<file path="src/rtl/rtrap_pkg.sv">
package rtrap_pkg;

   localparam int NUM_KINDS = 4;

   typedef enum logic [1:0] {
      TK_ST_LD = 2'd0,
      TK_SIZE  = 2'd1,
      TK_LD_LD = 2'd2,
      TK_MISS  = 2'd3
   } trap_kind_e;

   // restart lands on the tracked entry rather than on the issuing op
   function automatic bit restart_at_entry(input int k);
      return (k == int'(TK_ST_LD)) || (k == int'(TK_LD_LD));
   endfunction

   // a is older than b, tags of width w with wrap bit at w-1
   function automatic logic is_older(input logic [31:0] a, input logic [31:0] b,
                                     input int unsigned w);
      logic [31:0] m;
      m = (32'd1 << (w - 1)) - 32'd1;
      if (a[w-1] == b[w-1]) return (a & m) < (b & m);
      else                  return (a & m) > (b & m);
   endfunction

   // naturally aligned ranges share a byte
   function automatic logic ranges_meet(input logic [31:0] a, input logic [1:0] sa,
                                        input logic [31:0] b, input logic [1:0] sb);
      logic [1:0] big;
      big = (sa > sb) ? sa : sb;
      return ((a ^ b) >> big) == 32'd0;
   endfunction

endpackage

</file>
<file path="src/rtl/rtrap_slot.sv">
module rtrap_slot
   import rtrap_pkg::*;
#(
   parameter int TAG_W    = 5,
   parameter int ADDR_W   = 16,
   parameter int SNOOP_LG = 3
) (
   input  logic                 clk,
   input  logic                 rst_n,
   input  logic                 flush_i,
   input  logic                 alloc_i,
   input  logic                 retire_v_i,
   input  logic [TAG_W-1:0]     retire_tag_i,
   input  logic                 mset_v_i,
   input  logic [TAG_W-1:0]     mset_tag_i,
   input  logic                 mclr_v_i,
   input  logic [TAG_W-1:0]     mclr_tag_i,
   input  logic                 snp_v_i,
   input  logic [ADDR_W-1:0]    snp_addr_i,
   input  logic                 iss_v_i,
   input  logic [TAG_W-1:0]     iss_tag_i,
   input  logic [ADDR_W-1:0]    iss_addr_i,
   input  logic [1:0]           iss_sz_i,
   input  logic                 iss_st_i,
   output logic                 occ_o,
   output logic [TAG_W-1:0]     tag_o,
   output logic [NUM_KINDS-1:0] hit_o
);

   logic              occ_q, st_q, miss_q, snp_q;
   logic [TAG_W-1:0]  tag_q;
   logic [ADDR_W-1:0] addr_q;
   logic [1:0]        sz_q;

   always_ff @(posedge clk) begin
      if (!rst_n || flush_i) begin
         occ_q  <= 1'b0;
         miss_q <= 1'b0;
         snp_q  <= 1'b0;
         st_q   <= 1'b0;
         tag_q  <= '0;
         addr_q <= '0;
         sz_q   <= '0;
      end else if (alloc_i) begin
         occ_q  <= 1'b1;
         tag_q  <= iss_tag_i;
         addr_q <= iss_addr_i;
         sz_q   <= iss_sz_i;
         st_q   <= iss_st_i;
         miss_q <= 1'b0;
         snp_q  <= 1'b0;
      end else if (occ_q) begin
         if (retire_v_i && retire_tag_i == tag_q) occ_q  <= 1'b0;
         if (mset_v_i && mset_tag_i == tag_q)     miss_q <= 1'b1;
         if (mclr_v_i && mclr_tag_i == tag_q)     miss_q <= 1'b0;
         if (snp_v_i && !st_q && ((addr_q ^ snp_addr_i) >> SNOOP_LG) == '0)
            snp_q <= 1'b1;
      end
   end

   logic meet, mine_older, iss_older;
   always_comb begin
      meet       = occ_q && iss_v_i &&
                   ranges_meet(32'(iss_addr_i), iss_sz_i, 32'(addr_q), sz_q);
      mine_older = is_older(32'(tag_q), 32'(iss_tag_i), TAG_W);
      iss_older  = is_older(32'(iss_tag_i), 32'(tag_q), TAG_W);
   end

   assign hit_o[TK_ST_LD] = meet && iss_st_i && !st_q && iss_older;
   assign hit_o[TK_SIZE]  = meet && !iss_st_i && st_q && mine_older && (sz_q != iss_sz_i);
   assign hit_o[TK_LD_LD] = meet && !iss_st_i && !st_q && iss_older && snp_q;
   assign hit_o[TK_MISS]  = meet && !iss_st_i && !st_q && mine_older && miss_q;

   assign occ_o = occ_q;
   assign tag_o = tag_q;

endmodule

</file>
<file path="src/rtl/rtrap_oldest.sv">
module rtrap_oldest
   import rtrap_pkg::*;
#(
   parameter int N     = 8,
   parameter int TAG_W = 5
) (
   input  logic [N-1:0]     flags_i,
   input  logic [TAG_W-1:0] tags_i [N],
   output logic             any_o,
   output logic [TAG_W-1:0] tag_o
);

   always_comb begin
      any_o = 1'b0;
      tag_o = '0;
      for (int i = 0; i < N; i++) begin
         if (flags_i[i] && (!any_o || is_older(32'(tags_i[i]), 32'(tag_o), TAG_W))) begin
            any_o = 1'b1;
            tag_o = tags_i[i];
         end
      end
   end

endmodule

</file>
<file path="src/rtl/rtrap_detector.sv">
module rtrap_detector
   import rtrap_pkg::*;
#(
   parameter int DEPTH    = 8,
   parameter int TAG_W    = 5,
   parameter int ADDR_W   = 16,
   parameter int SNOOP_LG = 3
) (
   input  logic              clk,
   input  logic              rst_n,
   input  logic              iss_valid,
   input  logic [TAG_W-1:0]  iss_tag,
   input  logic [ADDR_W-1:0] iss_addr,
   input  logic [1:0]        iss_size,
   input  logic              iss_store,
   input  logic              retire_valid,
   input  logic [TAG_W-1:0]  retire_tag,
   input  logic              miss_set_valid,
   input  logic [TAG_W-1:0]  miss_set_tag,
   input  logic              miss_clr_valid,
   input  logic [TAG_W-1:0]  miss_clr_tag,
   input  logic              snoop_valid,
   input  logic [ADDR_W-1:0] snoop_addr,
   output logic              trap_valid,
   output logic [1:0]        trap_kind,
   output logic [TAG_W-1:0]  trap_tag
);

   localparam int AGE_SPAN = 2 ** (TAG_W - 1);

   if (TAG_W < 2 || TAG_W > 32) begin : g_bad_tag
      $error("rtrap_detector: TAG_W out of range");
   end
   if (DEPTH < 1 || DEPTH > AGE_SPAN) begin : g_bad_depth
      $error("rtrap_detector: DEPTH must fit in half the tag space");
   end
   if (SNOOP_LG < 3 || ADDR_W > 32 || ADDR_W <= SNOOP_LG) begin : g_bad_addr
      $error("rtrap_detector: snoop block must hold a quad access");
   end

   logic [DEPTH-1:0]     slot_occ;
   logic [TAG_W-1:0]     slot_tag  [DEPTH];
   logic [NUM_KINDS-1:0] slot_hit  [DEPTH];
   logic [DEPTH-1:0]     kind_hits [NUM_KINDS];
   logic [DEPTH-1:0]     alloc;
   logic [NUM_KINDS-1:0] cand_v;
   logic [TAG_W-1:0]     cand_tag  [NUM_KINDS];
   logic                 sel_v;
   logic [1:0]           sel_k;
   logic [TAG_W-1:0]     sel_tag;

   for (genvar i = 0; i < DEPTH; i++) begin : g_slot
      rtrap_slot #(.TAG_W(TAG_W), .ADDR_W(ADDR_W), .SNOOP_LG(SNOOP_LG)) u_slot (
         .clk          (clk),
         .rst_n        (rst_n),
         .flush_i      (sel_v),
         .alloc_i      (alloc[i]),
         .retire_v_i   (retire_valid),
         .retire_tag_i (retire_tag),
         .mset_v_i     (miss_set_valid),
         .mset_tag_i   (miss_set_tag),
         .mclr_v_i     (miss_clr_valid),
         .mclr_tag_i   (miss_clr_tag),
         .snp_v_i      (snoop_valid),
         .snp_addr_i   (snoop_addr),
         .iss_v_i      (iss_valid),
         .iss_tag_i    (iss_tag),
         .iss_addr_i   (iss_addr),
         .iss_sz_i     (iss_size),
         .iss_st_i     (iss_store),
         .occ_o        (slot_occ[i]),
         .tag_o        (slot_tag[i]),
         .hit_o        (slot_hit[i])
      );
   end

   always_comb begin
      for (int k = 0; k < NUM_KINDS; k++)
         for (int i = 0; i < DEPTH; i++)
            kind_hits[k][i] = slot_hit[i][k];
   end

   for (genvar k = 0; k < NUM_KINDS; k++) begin : g_kind
      if (restart_at_entry(k)) begin : g_entry
         rtrap_oldest #(.N(DEPTH), .TAG_W(TAG_W)) u_old (
            .flags_i (kind_hits[k]),
            .tags_i  (slot_tag),
            .any_o   (cand_v[k]),
            .tag_o   (cand_tag[k])
         );
      end else begin : g_self
         assign cand_v[k]   = |kind_hits[k];
         assign cand_tag[k] = iss_tag;
      end
   end

   always_comb begin
      sel_v   = 1'b0;
      sel_k   = '0;
      sel_tag = '0;
      for (int k = 0; k < NUM_KINDS; k++) begin
         if (cand_v[k] && (!sel_v || is_older(32'(cand_tag[k]), 32'(sel_tag), TAG_W))) begin
            sel_v   = 1'b1;
            sel_k   = 2'(k);
            sel_tag = cand_tag[k];
         end
      end
   end

   always_comb begin
      logic taken;
      taken = 1'b0;
      alloc = '0;
      for (int i = 0; i < DEPTH; i++) begin
         if (!slot_occ[i] && !taken && iss_valid && !sel_v) begin
            alloc[i] = 1'b1;
            taken    = 1'b1;
         end
      end
   end

   always_ff @(posedge clk) begin
      if (!rst_n) begin
         trap_valid <= 1'b0;
         trap_kind  <= '0;
         trap_tag   <= '0;
      end else begin
         trap_valid <= sel_v;
         trap_kind  <= sel_v ? sel_k : 2'd0;
         trap_tag   <= sel_v ? sel_tag : '0;
      end
   end

endmodule

</file>
<file path="config.mk">
export PLATFORM = sky130hd
export DESIGN_NAME = rtrap_detector
export DESIGN_NICKNAME = d
export VERILOG_FILES = /design/src/rtl/rtrap_pkg.sv /design/src/rtl/rtrap_slot.sv /design/src/rtl/rtrap_oldest.sv /design/src/rtl/rtrap_detector.sv
export SDC_FILE = /design/constraint.sdc
export NUM_CORES = 1
export LEC_CHECK = 0
export BUFFER_PORTS_ARGS = -buffer_cell sky130_fd_sc_hd__buf_4
export CAP_MARGIN = 40
export CORE_ASPECT_RATIO = 1.25
export CORE_MARGIN = 2
export CORE_UTILIZATION = 45
export CTS_CLUSTER_SIZE = 20
export DETAILED_ROUTE_END_ITERATION = 7
export RECOVER_POWER = 100
export SLEW_MARGIN = 40
export SYNTH_ARGS = -nofsm -noshare
export SYNTH_HDL_FRONTEND = slang
export SYNTH_SLANG_ARGS = --single-unit
</file>
<file path="constraint.sdc">
create_clock -name clk -period 24.9 [get_ports clk]
set_input_delay 1.245 -clock clk [delete_from_list [all_inputs] [get_ports clk]]
set_output_delay 1.245 -clock clk [all_outputs]
set_load 0.03 [all_outputs]
</file>
==> results.cfg <==
[placement]
placedInstanceArea_um2 = 18600
place_congestion = 0.901
dpl_worst_slack_ns = 2.86
place.port_buffers = 66
post-dp-hpwl_mm = 42.0
place_inst = 2627

[min_path]
min-delay-path-class = reg -> reg

[finish]
syn_to_final_growth_pct = 7.13
design.final.nets = 2334
fraction_of_the_core_area_covered_by_cells_at_the_end_of_the_flow_pct = 48.6
regArea_um2 = 4480
instances_no_fill = 2671
post_route_cells_drive_above_1_share_pct = 6.41
area_taken_by_multi_input_logic_gates_um2 = 12500
antenna_cells_inserted = 0
finalInstanceArea_um2 = 19300
final.fill_count = 3929

[routing]
vias_per_cell = 5.95
totalWireLength_mm = 57.4
drtIter0Drc = 1054
wire_per_inst_um = 21.5
drc = 0
antenna_violating_nets_post_route = 0
detail_route.first_pass.iterations = 7
dr_total_vias = 15900

[clock_network]
tritoncts = yes
cts_root_buffer = sky130_fd_sc_hd__clkbuf_16
cts-hold-fix-buffers = 0
cts_inserted_buffers = 27
cts_resized = 0
clkTransAtPathRegs_ns = 0.06
clock_tree.buffer_depth = 3
postCtsSetupBuffers = 0
numClockSinks = 224
worst_skew_pair.late_latency_ns = 0.57
htree_num_levels = 1

[die]
horiz_die_dim_um = 183
initial_core_util_pct = 45.4
fp.dieArea_um2 = 41700
design.portCount = 70
die_extent_in_y_um = 228
core_um2 = 39800
rows = 82

[setup_path]
critical_path_endpoint_category = register
timing.critical_path.required_ns = 25.40
max_stage_delay_ns = 0.69
cp-start-kind = input port
critical-path-top-cell-by-count = sky130_fd_sc_hd__o21ai_0
arrival_ns = 22.58
critical_path_peak_fanout = 14
worst-setup-path-type = in -> reg
timing.critical_path.slowest_stage_cell = sky130_fd_sc_hd__clkbuf_1

[outcome]
violations = max-capacitance violations, max-slew violations
status = finished with violations

[synthesis]
syn-instance-count = 2221
post_synth_main_area_contributors = sky130_fd_sc_hd__dfxtp_1, sky130_fd_sc_hd__xor2_1, sky130_fd_sc_hd__ha_1
yosysWarningCount = 0
post_synth_instance_area_um2 = 18100
yosys.cell_types.count = 86
async_reset_ff_share_pct = 0
ys_ff_latch = 224
synthFlopType = sky130_fd_sc_hd__dfxtp_1
post_synth.cell_area_avg_um2 = 8.13
yosysSeqAreaShare_pct = 24.8
synth-edff-count = 0
synth_top_cell_area_share_pct = 24.8
synth_area_leader_cell = sky130_fd_sc_hd__dfxtp_1
synth_nets = 2403

[global_routing]
grt_overflow = 0
global_route.usage.total_pct = 27.1
grt_start_max_net_pins = 124
antenna_found_initial = 0
grt_first_pass_wirelength_mm = 88.8
number_of_global_route_vias_before_repair = 15500

[power]
ir_worst_vdd_v = 0.0000436
leakagePower_nw = 7.98
powerDensity_nw_per_um2 = 45.6

[sta]
max_freq_mhz = 45.3
worst_slew_pin_slew_ns = 2.18
timing.slew.headroom_pct = -45.6
final_hold_vio_count = 0
finalWorstPathRequiredPeriod_ns = 22.08
post_route_fraction_of_the_period_consumed_by_the_critical_path_pct = 88.7
skew_ns = 0.0193
final-setup-viol-count = 0
final_max_slew_viol_count = 206
fin_tns_setup_ns = 0
rsz_0062_raised_after_global_routing = no
worst_slack_ns = 2.82

[job]
maxCapViolations = 7
## state kept, by name, indices dropped and copies added (netlist names)
signal and flops:
trap_tag 5, g_slot.u_slot.miss_q 8, g_slot.u_slot.st_q 8, g_slot.u_slot.snp_q 8
g_slot.u_slot.sz_q 16, trap_valid 1, g_slot.u_slot.addr_q 128, g_slot.u_slot.tag_o 40
trap_kind 2, g_slot.u_slot.occ_o 8
## kinds of logic after synthesis
logic type | synth area share (%)
XOR/XNOR | 17.9
adder cells (fa/ha/maj) | 8.32
flip-flops | 24.8
buffers and inverters | 5.67
AO/OA/AOI/OAI | 15.0
AND/OR/NAND/NOR | 19.0
multiplexers | 9.24
## cell usage after synthesis (54+ instances only)
cell                       number
sky130_fd_sc_hd__nor2_1       217
sky130_fd_sc_hd__inv_1         68
sky130_fd_sc_hd__ha_1         120
sky130_fd_sc_hd__xnor2_1      131
sky130_fd_sc_hd__clkbuf_1     118
sky130_fd_sc_hd__nor4_1        62
sky130_fd_sc_hd__a21oi_1      143
sky130_fd_sc_hd__mux2i_1      143
sky130_fd_sc_hd__o21ai_0       54
sky130_fd_sc_hd__nand2_1      154
sky130_fd_sc_hd__xor2_1       238
sky130_fd_sc_hd__dfxtp_1      224
## cell type report
type | count | area share (%)
Multi-Input combinational cell | 1749 | 64.8
Sequential cell | 224 | 23.2
Clock buffer | 37 | 3.89
Tap cell | 504 | 3.26
Timing Repair Buffer | 81 | 3.00
Inverter | 69 | 1.34
Clock inverter | 7 | 0.492
## final timing paths
check / from / to / slack, ns / cells after the start
max reg2reg: g_slot[0].u_slot.tag_o[0] / trap_tag[3] / 3.68 / 93
max: iss_size[1] / trap_tag[3] / 2.82 / 94
min reg2reg: g_slot[4].u_slot.sz_q[1] / g_slot[4].u_slot.sz_q[1] / 0.46 / 2
min: g_slot[4].u_slot.sz_q[1] / g_slot[4].u_slot.sz_q[1] / 0.46 / 2
## power breakdown
group          internal (mW)  switching, mW  leakage [nW]
combinational         0.0457         0.0757          5.75
sequential             0.363        0.00772          1.81
clock                  0.230          0.161         0.414
## metal layers
metal  global-route usage [%]  up-vias  share of wire (%)
met1                     33.3     7696                 42
met4                     11.4        0                4.3
met3                     2.73      143                4.4
met2                     47.9      436                 49
li1                         -     7615                  -
met5                        0        -                  0
## stage by stage
| stage | hold WS (ns) | total power [mW] |
|---|---|---|
| 2_1_floorplan | 0.436 | 0.462 |
| 3_3_place_gp | 0.443 | 0.495 |
| 3_5_place_dp | 0.457 | 0.499 |
| 4_1_cts | 0.464 | 0.890 |
| 5_1_grt | 0.492 | 0.916 |
| 6_report | 0.463 | 0.883 |
## placed cells by master (no fill, tap or decap), drive strengths merged, types with 20 or more instances in the layout
cell / Yosys / layout
inv: 68 / 70
dfxtp: 224 / 224
nand3: 38 / 38
xor2: 238 / 238
nand4: 37 / 37
nand2: 154 / 154
nor2b: 28 / 28
ha: 120 / 120
nor4: 64 / 64
nand2b: 35 / 35
buf: 59 / 65
mux2: 21 / 21
clkbuf: 120 / 53
a21oi: 143 / 143
xnor2: 131 / 131
o21ai: 58 / 58
nor3: 37 / 37
nor2: 217 / 217
a31oi: 20 / 20
mux2i: 143 / 143
## worst max-delay path: cells and delay by family
kind	cells	cell delay [ns]
and+or+nand+nor	27	3.99
buffers and inverters	4	1.01
AOI/OAI and AO/OA	46	11.23
muxes	7	2.07
adders and majority gates	10	2.97
Power figures use the tool's default switching activity.
